===== config.mk =====
export PLATFORM = sky130hd
export DESIGN_NAME = irq_ctl
export DESIGN_NICKNAME = d
export VERILOG_FILES = /design/src/rtl/irq_ctl_pkg.sv /design/src/rtl/irq_flags.sv /design/src/rtl/irq_pulse.sv /design/src/rtl/irq_pin.sv /design/src/rtl/irq_ctl.sv
export SDC_FILE = /design/constraint.sdc
export NUM_CORES = 1
export LEC_CHECK = 0
export BUFFER_PORTS_ARGS = -buffer_cell sky130_fd_sc_hd__buf_2
export CORE_ASPECT_RATIO = 1.25
export CORE_UTILIZATION = 45
export CTS_BUF_LIST = sky130_fd_sc_hd__clkbuf_8
export DETAILED_ROUTE_END_ITERATION = 7
export GPL_TIMING_DRIVEN = 0
export PLACE_DENSITY = 0.78
export REMOVE_ABC_BUFFERS = 1
export SYNTH_ARGS = -nofsm -noshare
export SYNTH_HDL_FRONTEND = slang
export SYNTH_SLANG_ARGS = --single-unit

===== constraint.sdc =====
create_clock -name clk -period 2.24 [get_ports clk]
set_clock_uncertainty 0.1 [all_clocks]
set_input_delay 0 -clock clk [delete_from_list [all_inputs] [get_ports clk]]
set_output_delay 0 -clock clk [all_outputs]
set_load 0.02 [all_outputs]

===== src/rtl/irq_ctl_pkg.sv =====
package irq_ctl_pkg;

    typedef enum logic [1:0] {
        REG_LIVE  = 2'd0,
        REG_LATCH = 2'd1,
        REG_MASK  = 2'd2,
        REG_CFG   = 2'd3
    } reg_addr_e;

    typedef enum logic [1:0] {
        PIN_LATCHED = 2'b00,
        PIN_LIVE    = 2'b01,
        PIN_PULSE   = 2'b10,
        PIN_OFF     = 2'b11
    } pin_mode_e;

    typedef struct packed {
        logic      push_pull;
        logic      clr;
        pin_mode_e mode;
        logic      pol;
    } cfg_t;

    localparam int CFG_W = $bits(cfg_t);

    function automatic logic pin_level(input logic req, input logic pol);
        return pol ? req : !req;
    endfunction

endpackage


===== src/rtl/irq_flags.sv =====
module irq_flags #(
    parameter int                 NUM_SRC   = 8,
    parameter logic [NUM_SRC-1:0] HAS_LIVE  = 8'h0F,
    parameter logic [NUM_SRC-1:0] MASK_INIT = 8'h0F
) (
    input  logic               clk,
    input  logic               rst,
    input  logic               active_i,
    input  logic [NUM_SRC-1:0] evt_i,
    input  logic               clr_i,
    input  logic               mask_we_i,
    input  logic [NUM_SRC-1:0] mask_wdata_i,
    output logic [NUM_SRC-1:0] live_o,
    output logic [NUM_SRC-1:0] lat_o,
    output logic [NUM_SRC-1:0] mask_o
);
    logic [NUM_SRC-1:0] lat_q;
    logic [NUM_SRC-1:0] mask_q;

    for (genvar i = 0; i < NUM_SRC; i++) begin : g_src
        if (HAS_LIVE[i]) begin : g_live
            logic live_q;
            always_ff @(posedge clk) begin
                if (rst) live_q <= 1'b0;
                else     live_q <= active_i & evt_i[i];
            end
            assign live_o[i] = live_q;
        end else begin : g_nolive
            assign live_o[i] = 1'b0;
        end
    end

    always_ff @(posedge clk) begin
        if (rst) begin
            lat_q  <= '0;
            mask_q <= MASK_INIT;
        end else begin
            lat_q <= (clr_i ? '0 : lat_q) | evt_i;
            if (mask_we_i) mask_q <= mask_wdata_i;
        end
    end

    assign lat_o  = lat_q;
    assign mask_o = mask_q;

    // latched bits never drop without a clear
    a_r3_sticky: assert property (@(posedge clk) disable iff (rst)
        !clr_i |=> ((lat_q & $past(lat_q)) == $past(lat_q)));
    // an event always sets its latched bit
    a_r3_set: assert property (@(posedge clk) disable iff (rst)
        (|evt_i) |=> ((lat_q & $past(evt_i)) == $past(evt_i)));
    // after a clear only same-cycle events remain
    a_r4_clear: assert property (@(posedge clk) disable iff (rst)
        clr_i |=> (lat_q == $past(evt_i)));
    // outside active mode live flags go to zero
    a_r2_live_off: assert property (@(posedge clk) disable iff (rst)
        !active_i |=> (live_o == '0));
endmodule


===== src/rtl/irq_pulse.sv =====
module irq_pulse #(
    parameter int CYCLES = 49152
) (
    input  logic clk,
    input  logic rst,
    input  logic load_i,
    output logic busy_o
);
    localparam int CW = $clog2(CYCLES + 1);
    localparam logic [CW-1:0] LOAD_VAL = CW'(CYCLES);

    logic [CW-1:0] cnt_q;

    always_ff @(posedge clk) begin
        if (rst)                cnt_q <= '0;
        else if (load_i)        cnt_q <= LOAD_VAL;
        else if (cnt_q != '0)   cnt_q <= cnt_q - 1'b1;
    end

    assign busy_o = (cnt_q != '0);

    // a load always restarts the full pulse length
    a_r7_reload: assert property (@(posedge clk) disable iff (rst)
        load_i |=> (cnt_q == LOAD_VAL));
    // without a load the count only falls
    a_r7_falls: assert property (@(posedge clk) disable iff (rst)
        (!load_i && busy_o) |=> (cnt_q == $past(cnt_q) - 1'b1));
endmodule


===== src/rtl/irq_pin.sv =====
module irq_pin (
    input  logic clk,
    input  logic rst,
    input  logic req_i,
    input  logic pol_i,
    input  logic push_pull_i,
    output logic irq_o,
    output logic irq_oe_o
);
    import irq_ctl_pkg::*;

    logic level;

    always_comb begin
        level = pin_level(req_i, pol_i);
        if (push_pull_i) begin
            irq_oe_o = 1'b1;
            irq_o    = level;
        end else begin
            irq_oe_o = !level;
            irq_o    = 1'b0;
        end
    end

    // open-drain never drives high
    a_r10_od_low: assert property (@(posedge clk) disable iff (rst)
        !push_pull_i |-> !irq_o);
    // active-low request with open-drain pulls the pin
    a_r9_active_low: assert property (@(posedge clk) disable iff (rst)
        (req_i && !pol_i && !push_pull_i) |-> irq_oe_o);
endmodule


===== src/rtl/irq_ctl.sv =====
module irq_ctl #(
    parameter int                 NUM_SRC      = 8,
    parameter logic [NUM_SRC-1:0] HAS_LIVE     = 8'h0F,
    parameter logic [NUM_SRC-1:0] MASK_INIT    = 8'h0F,
    parameter int                 PULSE_CYCLES = 49152
) (
    input  logic               clk,
    input  logic               rst,
    input  logic               active_i,
    input  logic [NUM_SRC-1:0] evt_i,
    input  logic               bus_wr_i,
    input  logic [1:0]         bus_addr_i,
    input  logic [NUM_SRC-1:0] bus_wdata_i,
    output logic [NUM_SRC-1:0] bus_rdata_o,
    output logic               irq_o,
    output logic               irq_oe_o
);
    import irq_ctl_pkg::*;

    cfg_t               cfg_q;
    cfg_t               cfg_wr;
    reg_addr_e          addr;
    logic               cfg_we, mask_we, clr;
    logic [NUM_SRC-1:0] live, lat, mask, fresh;
    logic               pulse_load, pulse_busy, req;

    assign addr    = reg_addr_e'(bus_addr_i);
    assign cfg_wr  = cfg_t'(bus_wdata_i[CFG_W-1:0]);
    assign cfg_we  = bus_wr_i && (addr == REG_CFG);
    assign mask_we = bus_wr_i && (addr == REG_MASK);
    assign clr     = cfg_we && cfg_wr.clr;

    always_ff @(posedge clk) begin
        if (rst) begin
            cfg_q <= '0;
        end else if (cfg_we) begin
            cfg_q     <= cfg_wr;
            cfg_q.clr <= 1'b0;
        end
    end

    irq_flags #(
        .NUM_SRC  (NUM_SRC),
        .HAS_LIVE (HAS_LIVE),
        .MASK_INIT(MASK_INIT)
    ) u_flags (
        .clk         (clk),
        .rst         (rst),
        .active_i    (active_i),
        .evt_i       (evt_i),
        .clr_i       (clr),
        .mask_we_i   (mask_we),
        .mask_wdata_i(bus_wdata_i),
        .live_o      (live),
        .lat_o       (lat),
        .mask_o      (mask)
    );

    assign fresh      = evt_i & ~lat & ~mask;
    assign pulse_load = (cfg_q.mode == PIN_PULSE) && (|fresh);

    irq_pulse #(.CYCLES(PULSE_CYCLES)) u_pulse (
        .clk   (clk),
        .rst   (rst),
        .load_i(pulse_load),
        .busy_o(pulse_busy)
    );

    always_comb begin
        unique case (cfg_q.mode)
            PIN_LATCHED: req = |(lat & ~mask);
            PIN_LIVE:    req = |(live & ~mask);
            PIN_PULSE:   req = pulse_busy;
            default:     req = 1'b0;
        endcase
    end

    irq_pin u_pin (
        .clk        (clk),
        .rst        (rst),
        .req_i      (req),
        .pol_i      (cfg_q.pol),
        .push_pull_i(cfg_q.push_pull),
        .irq_o      (irq_o),
        .irq_oe_o   (irq_oe_o)
    );

    always_comb begin
        bus_rdata_o = '0;
        unique case (addr)
            REG_LIVE:  bus_rdata_o = live;
            REG_LATCH: bus_rdata_o = lat;
            REG_MASK:  bus_rdata_o = mask;
            default:   bus_rdata_o[CFG_W-1:0] = cfg_q;
        endcase
    end

    // the clear command bit never reads back as set
    a_r4_self_clear: assert property (@(posedge clk) disable iff (rst)
        !cfg_q.clr);
    // disabled mode keeps an active-low open-drain pin released
    a_r8_off: assert property (@(posedge clk) disable iff (rst)
        (cfg_q.mode == PIN_OFF && !cfg_q.pol && !cfg_q.push_pull) |-> !irq_oe_o);
    // writes to read-only views leave the latches alone
    a_r11_ro: assert property (@(posedge clk) disable iff (rst)
        (bus_wr_i && addr == REG_LATCH && evt_i == '0) |=> (lat == $past(lat)));
endmodule


==> results.toml, run 1 <==
[logic_synthesis]
synth.area.top_cells = "dfxtp_1 (39%), a21oi_1 (4.6%), nor2_1 (4.0%)"
synth_edf_count = 0
synth-seq-area-share_pct = 38.51
yosysWarningCount = 0
synth_flop_cell = "dfxtp_1"
netlist_area_sq_um = 2079
synthCells = 241
ys_async_sr_fraction_pct = 0
synth_seq_cells = 40
postSynthAreaPerCell_sq_um = 8.629
synth_top_area_share_pct = 38.51
synth_top_area_cell = "dfxtp_1"
synth.distinct_cells = 45

[setup_path]
crit_path_top_delay_cell = "nor3_1"
path_buf_inv = 1
startpoint_type = "flip-flop"
slowest_delay_ns = 0.52
path_cells = "nor3_1, nand3_4, o21ai_1, a221oi_2, mux2i_1, buf_2"
crit_required_ns = 2.14
crit_type = "reg2out"
arrival_ns = 2.05
path_max_fanout = 8
path_delay_family = "simple AND/OR/NAND/NOR gates"
end_kind = "output pin"

[power]
max-vdd-ir-drop_mv = 0.4938
seq_power_share_pct = 36.2
cell_internal_pwr_mw = 1.650
power.leakage_nw = 1.055
p_per_area_nw_per_um2 = 1024
comb_power_share_pct = 42.6
switchingPower_mw = 1.037
power.total_mw = 2.687
p_sw_share_pct = 38.59
pwr-share-clk_pct = 21.2

[sta]
holdWs_ns = 0.07401
min_period_over_period_pct = 96.00
drv_slew = 0
final-setup-viol-count = 0
fmax_mhz = 465.0
tightest_slew_ns = 1.115
max-slew-margin-rel_pct = 25.70
final-hold-violation-count = 0
period_minus_slack_ns = 2.151

[drt]
drc = 0
vias_per_cell = 5.472
drtIter0Drc = 83
detail-route-antenna-nets = 0
firstDrtPassIters = 5
routed_wl_mm = 4.788
vias = 1926
wl_per_cell_um = 13.60

[global_route]
antenna_found_initial = 0
grt_pass1_wl_mm = 8.079
grt_pass1_vias = 1792
grt_use_total_pct = 21.16
grt_max_degree = 38
grt.overflow.total = 0

[job]
cap_violations = 0

[layout]
areaGrowthSynthToFinish_pct = 26.17
nNetsFinal = 321
final_layout_size_suffix_gt1_share_pct = 18.37
mostFrequentLayoutCells = "dfxtp_1 (40), buf_2 (31), dlygate4sd3_1 (23), nor2_1 (22), a21oi_1 (19)"
post-route-util_pct = 59.29
layout_commonest_cell = "dfxtp_1"
insertedDiodeCount = 0

[placement]
gp_congestion = 0.8883
io_buffers = 31
detailed_place_hpwl_mm = 3.339

[hold_path]
hp-class = "in2reg"

[clock_network]
path_clk_slew_ns = 0.08
cts_tree = "done"
post-cts-setup-buffer-count = 0
numCtsBuffers = 5
clock_path_buffers = 2
clock_latency_ns = 0.29
htree_levels = 2
clkSinkCount = 40
cts-root-buf = "clkbuf_8"

[floorplan]
die_y_um = 78
start_util_pct = 46.99
ioPinCount = 32
die_w_um = 62.80
num_rows = 27
core-area_sq_um = 4425
die-area_sq_um = 4898

[status]
status = "finished clean"
sequential cells by signal, indices dropped and copies added, names as in the netlist:
name                         count
u_flags.g_src.g_live.live_q      4
u_pulse.cnt_q                   16
cfg_q                            4
u_flags.mask_o                   8
u_flags.lat_o                    8
routing by layer:
metal | vias to the layer above | GRT usage, % | share of wire, %
met1 | 920 | 22.64 | 41
met3 | 8 | 4.559 | 2.8
met5 | - | 0 | 0
met4 | 0 | 10.93 | 2.0
li1 | 965 | - | -
met2 | 33 | 38.48 | 54
path summary, 6_finish.rpt:
kind / from / endpoint / slack (ns) / depth (start not counted)
max: u_pulse.cnt_q[10] / irq_o / 0.09 / 6
min: active_i / u_flags.g_src[1].g_live.live_q / 0.07 / 3
max reg2reg: u_flags.mask_o[4] / u_pulse.cnt_q[10] / 0.23 / 4
min reg2reg: u_pulse.cnt_q[5] / u_pulse.cnt_q[5] / 0.38 / 2
cell families (layout without fill, tap and decap cells):
family                   after synthesis  in the layout  share of synthesized area [%]
AO/OA/AOI/OAI                         52             52                          17.81
XOR/XNOR                               9              9                          3.791
buffers and inverters                 23             76                          4.212
adder cells (fa/ha/maj)                6              6                          3.610
flip-flops                            40             40                          38.51
AND/OR/NAND/NOR                      102            102                          27.68
multiplexers                           9              9                          4.392
layout make-up:
type / instances / area (sq um)
sequential: 40 / 800.8
fill: 382 / 1802
timing repair buffer: 54 / 385.4
clock inverter: 3 / 38.79
multi-input combinational: 178 / 1205
inverter: 14 / 52.55
clock buffer: 5 / 68.82
tap: 58 / 72.57
power by group through the flow:
stage	registers (mW)	logic (mW)	clock network, mW
CTS	0.971	1.11	0.589
detailed placement	0.986	1.07	0
floorplan	0.960	0.876	0
global route	0.996	1.26	0.621
global placement	0.980	1.04	0
finish	0.972	1.15	0.569
metrics by stage:
stage / cells / setup TNS, ns / setup slack, ns / instance area [sq um]
3_3_place_gp: 321 / 0 / 0.2204 / 2272
5_1_grt: 352 / -0.08224 / -0.04593 / 2624
2_1_floorplan: 232 / 0 / 0.5433 / 2044
3_5_place_dp: 321 / 0 / 0.1846 / 2272
6_report: 352 / 0 / 0.08949 / 2624
4_1_cts: 352 / 0 / 0.08591 / 2611
synth_stat cells (2+ instances only):
master	n
dfxtp_1	40
nor2_1	22
a21oi_1	19
nand2_1	17
inv_1	14
nor3_1	14
nand3_1	11
mux2i_1	8
nor2b_1	8
xor2_1	8
clkbuf_1	7
and2_1	6
ha_1	6
a22oi_1	5
nor3_2	5
a211o_1	4
a222oi_1	4
and3_1	4
o21ai_0	3
o21ai_1	3
a2111oi_0	2
nand2_2	2
nand2b_1	2
nand3b_1	2
nor3b_1	2
nor4_4	2
o22ai_1	2
o31a_1	2
tightest hold or removal path, delay by kind of cell:
| kind | cells | cell delay, ns |
|---|---|---|
| buffers and inverters | 1 | 0.10 |
| and+or+nand+nor | 2 | 0.32 |
timing repair:
item	CTS	global route
hold endpoints to repair	24	0
hold buffers	23	0
gates resized for setup	1	2
endpoints found under the setup margin	1	2
(Power assumes the default switching activity.)
==> inputs of run 2 (changes only) <==
--- a/config.mk
+++ b/config.mk
@@ -5,13 +5,13 @@
 export SDC_FILE = /design/constraint.sdc
 export NUM_CORES = 1
 export LEC_CHECK = 0
-export BUFFER_PORTS_ARGS = -buffer_cell sky130_fd_sc_hd__buf_2
 export CORE_ASPECT_RATIO = 1.25
 export CORE_UTILIZATION = 45
 export CTS_BUF_LIST = sky130_fd_sc_hd__clkbuf_8
 export DETAILED_ROUTE_END_ITERATION = 7
+export DONT_BUFFER_PORTS = 1
 export GPL_TIMING_DRIVEN = 0
-export PLACE_DENSITY = 0.78
+export PLACE_DENSITY = 0.72
 export REMOVE_ABC_BUFFERS = 1
 export SYNTH_ARGS = -nofsm -noshare
 export SYNTH_HDL_FRONTEND = slang
==> run 2 against run 1 <==
Net effect: critical path depth increased by 1; sequential share of layout area increased by 0.71 points; final cell count decreased by 6.8%; sequential power increased by 1%; die area unchanged; global-route usage decreased by 0.93 points; worst setup slack improved by 0.022 ns; largest cell class unchanged.
==> results.toml, run 2 (synthesis gave the netlist of run 1 again) <==
[drt]
firstDrtPassIters = 4
drtIter0Drc = 98
vias = 1842
drc = 0
wl_per_cell_um = 14.59
vias_per_cell = 5.616
detail-route-antenna-nets = 0
routed_wl_mm = 4.787

[global_route]
grt_max_degree = 38
grt_pass1_wl_mm = 7.866
grt_pass1_vias = 1774
antenna_found_initial = 0
grt.overflow.total = 0
grt_use_total_pct = 20.23

[layout]
areaGrowthSynthToFinish_pct = 23.29
mostFrequentLayoutCells = "dfxtp_1 (40), dlygate4sd3_1 (27), nor2_1 (22), a21oi_1 (19), nand2_1 (17)"
layout_commonest_cell = "dfxtp_1"
largest_reg_flops = 16
final_layout_size_suffix_gt1_share_pct = 10.74
insertedDiodeCount = 0
largest-register = "u_pulse.cnt_q"
nNetsFinal = 297

[sta]
setup_slack_ns = 0.1113
grt_setup_unrepaired = "no"
tightest_slew_ns = 0.7730
min_period_over_period_pct = 95.03
period_minus_slack_ns = 2.129
final-setup-viol-count = 0
drv_slew = 0
holdWs_ns = 0.01711
fmax_mhz = 469.8
final-hold-violation-count = 0
max-slew-margin-rel_pct = 48.47

[hold_path]
hold_depth = 3
hp-class = "in2reg"
min_from = "bus_wr_i"
hold_path_end = "u_flags.mask_o[7]"

[clock_network]
cts_tree = "done"
clkSinkCount = 40
clock_path_buffers = 2
htree_levels = 2
clock_latency_ns = 0.29
path_clk_slew_ns = 0.08
numCtsBuffers = 5
cts-root-buf = "clkbuf_8"

[placement]
gp_congestion = 0.8944
pre_cts_ws_ns = 0.1683
detailed_place_hpwl_mm = 3.154
io_buffers = 0

[power]
max-vdd-ir-drop_mv = 0.4641
p_per_area_nw_per_um2 = 1030
power.leakage_nw = 0.9560

[setup_path]
startpoint_type = "flip-flop"
startpoint = "u_pulse.cnt_q[0]"
reg2reg_to = "u_pulse.cnt_q[1]"
ff2ff_path_depth = 4
reg2reg_slack_ns = 0.46
path_max_fanout = 7
crit_required_ns = 2.14
crit_type = "reg2out"
arrival_ns = 2.03
end_kind = "output pin"
rr_startpoint = "u_flags.mask_o[4]"

[floorplan]
start_util_pct = 46.99
core-area_sq_um = 4425
die_y_um = 78
die_w_um = 62.80
num_rows = 27
ioPinCount = 32
die-area_sq_um = 4898

[job]
cap_violations = 0

[status]
status = "finished clean"
## run 2: changes by cell type in the layout (fill, tap and decap cells not counted), sizes merged
| cell | change |
|---|---|
| dlygate4sd3 | +4 |
| buf | -28 |
| clkinv | -1 |
| inv | +1 |
| clkbuf | +1 |
| bufinv | -1 |
## run 2: critical path: stages (launching register included)
cell and delay (ns):
dfxtp_1 0.36, inv_1 0.08, ha_1 0.26, nand2_2 0.17, o21ai_1 0.10, a221oi_2 0.24
buf_4 0.17, mux2i_2 0.36
## run 2: metrics by stage
stage | cells | total power [mW] | area [sq um] | TNS, ns | utilization, %
floorplan | 232 | 1.835 | 2044 | 0 | -
global placement | 290 | 1.979 | 2117 | 0 | 47.84
detailed placement | 290 | 2.001 | 2117 | 0 | 47.84
CTS | 326 | 2.546 | 2499 | -0.00007283 | 56.46
global route | 328 | 2.831 | 2564 | 0 | 57.93
finish | 328 | 2.640 | 2564 | 0 | 57.93
## run 2: layer usage
layer | track usage, % | vias to the layer above | wire [um]
li1 | - | 919 | -
met1 | 21.92 | 872 | 1871
met2 | 37.28 | 43 | 2591
met3 | 5.735 | 8 | 245
met4 | 6.512 | 0 | 78
met5 | 0 | - | 0
## run 2: worst max path at each step
stage                     cells past startpoint  slack, ns           endpoint
after floorplan                               5       0.54              irq_o
after detailed placement                      4       0.17   u_pulse.cnt_q[6]
after global placement                        4       0.22  u_pulse.cnt_q[10]
after global routing                          6      0.002           irq_oe_o
after CTS                                     6   -0.00007           irq_oe_o
final                                         7       0.11           irq_oe_o
## run 2: repair_timing
action	CTS	global route
pin swaps	0	2
setup endpoints to repair	2	11
hold endpoints to repair	40	0
gates resized for setup	1	8
hold buffers	28	0
buffers inserted	0	2
## run 2: cell type report
| cell class | count | area [sq um] |
|---|---|---|
| well taps | 58 | 72.57 |
| flip-flops and latches | 40 | 800.8 |
| inverters | 14 | 52.55 |
| fillers | 382 | 1862 |
| multi-input cells | 178 | 1242 |
| clock buffers | 6 | 82.58 |
| clock inverters | 2 | 7.507 |
| repair buffers | 30 | 305.3 |
## run 2: where the power goes
group	internal (mW)	switching, mW	total (mW)
Clock	0.242	0.249	0.492
Sequential	0.839	0.147	0.986
Combinational	0.512	0.650	1.16
==> inputs of run 3 (changes only) <==
--- a/config.mk
+++ b/config.mk
@@ -8,11 +8,11 @@
 export CORE_ASPECT_RATIO = 1.25
 export CORE_UTILIZATION = 45
 export CTS_BUF_LIST = sky130_fd_sc_hd__clkbuf_8
+export CTS_CLUSTER_DIAMETER = 80
 export DETAILED_ROUTE_END_ITERATION = 7
 export DONT_BUFFER_PORTS = 1
 export GPL_TIMING_DRIVEN = 0
 export PLACE_DENSITY = 0.72
-export REMOVE_ABC_BUFFERS = 1
 export SYNTH_ARGS = -nofsm -noshare
 export SYNTH_HDL_FRONTEND = slang
 export SYNTH_SLANG_ARGS = --single-unit
==> run 3 against run 2 <==
Net effect: flip-flop and latch count did not move; via count rose by 3.2%; worst hold slack improved by 0.011 ns; worst setup slack improved by 0.0031 ns; largest power group unchanged.
==> results.toml, run 3 (synthesis gave the netlist of run 1 again) <==
[clock_network]
numCtsBuffers = 5
clock_latency_ns = 0.29
clock_path_buffers = 2
cts_tree = "done"
htree_levels = 2
path_clk_slew_ns = 0.08
clkSinkCount = 40
cts-root-buf = "clkbuf_8"

[logic_synthesis]
syn-num-nets = 269

[drt]
vias = 1901
detail-route-antenna-nets = 0
routed_wl_mm = 5.014
wl_per_cell_um = 15.06
drtIter0Drc = 131
vias_per_cell = 5.709
firstDrtPassIters = 4
drc = 0

[global_route]
grt_use_total_pct = 21.95
grt_pass1_vias = 1924
grt_pass1_wl_mm = 8.480
antenna_found_initial = 0
grt_max_degree = 13
grt.overflow.total = 0

[sta]
tightest_slew_ns = 0.6759
max-slew-margin-rel_pct = 54.47
final-setup-viol-count = 0
drv_slew = 0
min_period_over_period_pct = 94.89
fmax_mhz = 470.5
holdWs_ns = 0.02819
grt_setup_unrepaired = "no"
final-hold-violation-count = 0
period_minus_slack_ns = 2.126

[power]
comb_power_share_pct = 43.3
cell_internal_pwr_mw = 1.691
p_sw_share_pct = 38.83
p_per_area_nw_per_um2 = 1083
seq_power_share_pct = 35.7
switchingPower_mw = 1.073
pwr-share-clk_pct = 21.0
power.leakage_nw = 0.9769
max-vdd-ir-drop_mv = 0.5152

[layout]
insertedDiodeCount = 0
final_layout_size_suffix_gt1_share_pct = 11.27
mostFrequentLayoutCells = "dfxtp_1 (40), dlygate4sd3_1 (23), nor2_1 (22), a21oi_1 (19), nand2_1 (17)"
post-route-util_pct = 57.70
register_area_sq_um = 800.8
layout_commonest_cell = "dfxtp_1"
nNetsFinal = 302
largest_reg_flops = 16
stdcell_count = 333
largest-register = "u_pulse.cnt_q"
fillers = 398
final_cell_area_sq_um = 2554
areaGrowthSynthToFinish_pct = 22.80
multi_input_comb_area_sq_um = 1232

[setup_path]
crit_path_top_delay_cell = "dfxtp_1"
startpoint_type = "flip-flop"
startpoint = "u_pulse.cnt_q[0]"
path_cells = "inv_1, ha_1, nand2_2, o21ai_1, a221oi_2, buf_4, mux2i_2"
end_kind = "output pin"
path_delay_family = "flip-flops"
path_buf_inv = 2
path_max_fanout = 7
slowest_delay_ns = 0.36
crit_type = "reg2out"
arrival_ns = 2.03
rr_startpoint = "u_flags.mask_o[4]"
crit_required_ns = 2.14

[floorplan]
num_rows = 27
die_w_um = 62.80
core-area_sq_um = 4425
die_y_um = 78
die-area_sq_um = 4898
start_util_pct = 46.99
ioPinCount = 32

[placement]
gp_congestion = 0.8630
place_area_sq_um = 2152
io_buffers = 0
place_inst = 299
detailed_place_hpwl_mm = 3.503

[hold_path]
hp-class = "in2reg"
min_from = "bus_wr_i"

[status]
status = "finished clean"

[job]
cap_violations = 0
run 3: final timing paths:
| check | slack (ns) | endpoint | cells after the start |
|---|---|---|---|
| setup reg to reg | 0.42 | u_pulse.cnt_q[9] | 5 |
| setup / recovery | 0.11 | irq_oe_o | 7 |
| hold / removal | 0.03 | u_flags.mask_o[7] | 3 |
| hold reg to reg | 0.41 | cfg_q[2] | 2 |
run 3: worst reg2reg max path, cell delays in order (launching register included):
cell and delay [ns]:
dfxtp_1 0.34, nor3b_1 0.20, a21oi_1 0.12, a311oi_2 0.52
buf_2 0.33, nor3_1 0.08
run 3: metal layers:
metal / routed length [um] / vias up / global-route usage [%]
met5: 0 / - / 0
met4: 119 / 0 / 10.00
met3: 254 / 12 / 6.324
met2: 2604 / 60 / 39.78
met1: 2036 / 902 / 23.12
li1: - / 927 / -
run 3: final cells by class:
cell class,instances,area share [%]
buffer,9,1.372
clock buffer,5,2.695
clock inverter,3,1.519
inverter,14,2.058
multi-input combinational,178,48.26
sequential,40,31.36
tap,58,2.842
timing repair buffer,26,9.897
run 3: power groups by stage:
stage	logic (mW)	clock network, mW	registers [mW]
after floorplan	0.888	0	0.959
after global placement	1.01	0	0.982
after detailed placement	1.04	0	0.986
after CTS	1.08	0.586	0.971
after global routing	1.33	0.617	1.01
final	1.20	0.580	0.988
run 3: what timing repair did:
action	4_1_cts	5_1_grt
endpoints found under the setup margin	2	2
hold endpoints to repair	24	0
buffers inserted	0	3
pin swaps	0	3
resized for setup	1	8
hold buffers	23	0
run 3: through the flow:
| step | total power [mW] | TNS, ns | setup slack (ns) |
|---|---|---|---|
| CTS | 2.640 | -0.04315 | -0.02444 |
| detailed placement | 2.026 | 0 | 0.2184 |
| finish | 2.765 | 0 | 0.1144 |
| global placement | 1.994 | 0 | 0.2449 |
| floorplan | 1.847 | 0 | 0.5433 |
| global route | 2.958 | 0 | 0.002481 |
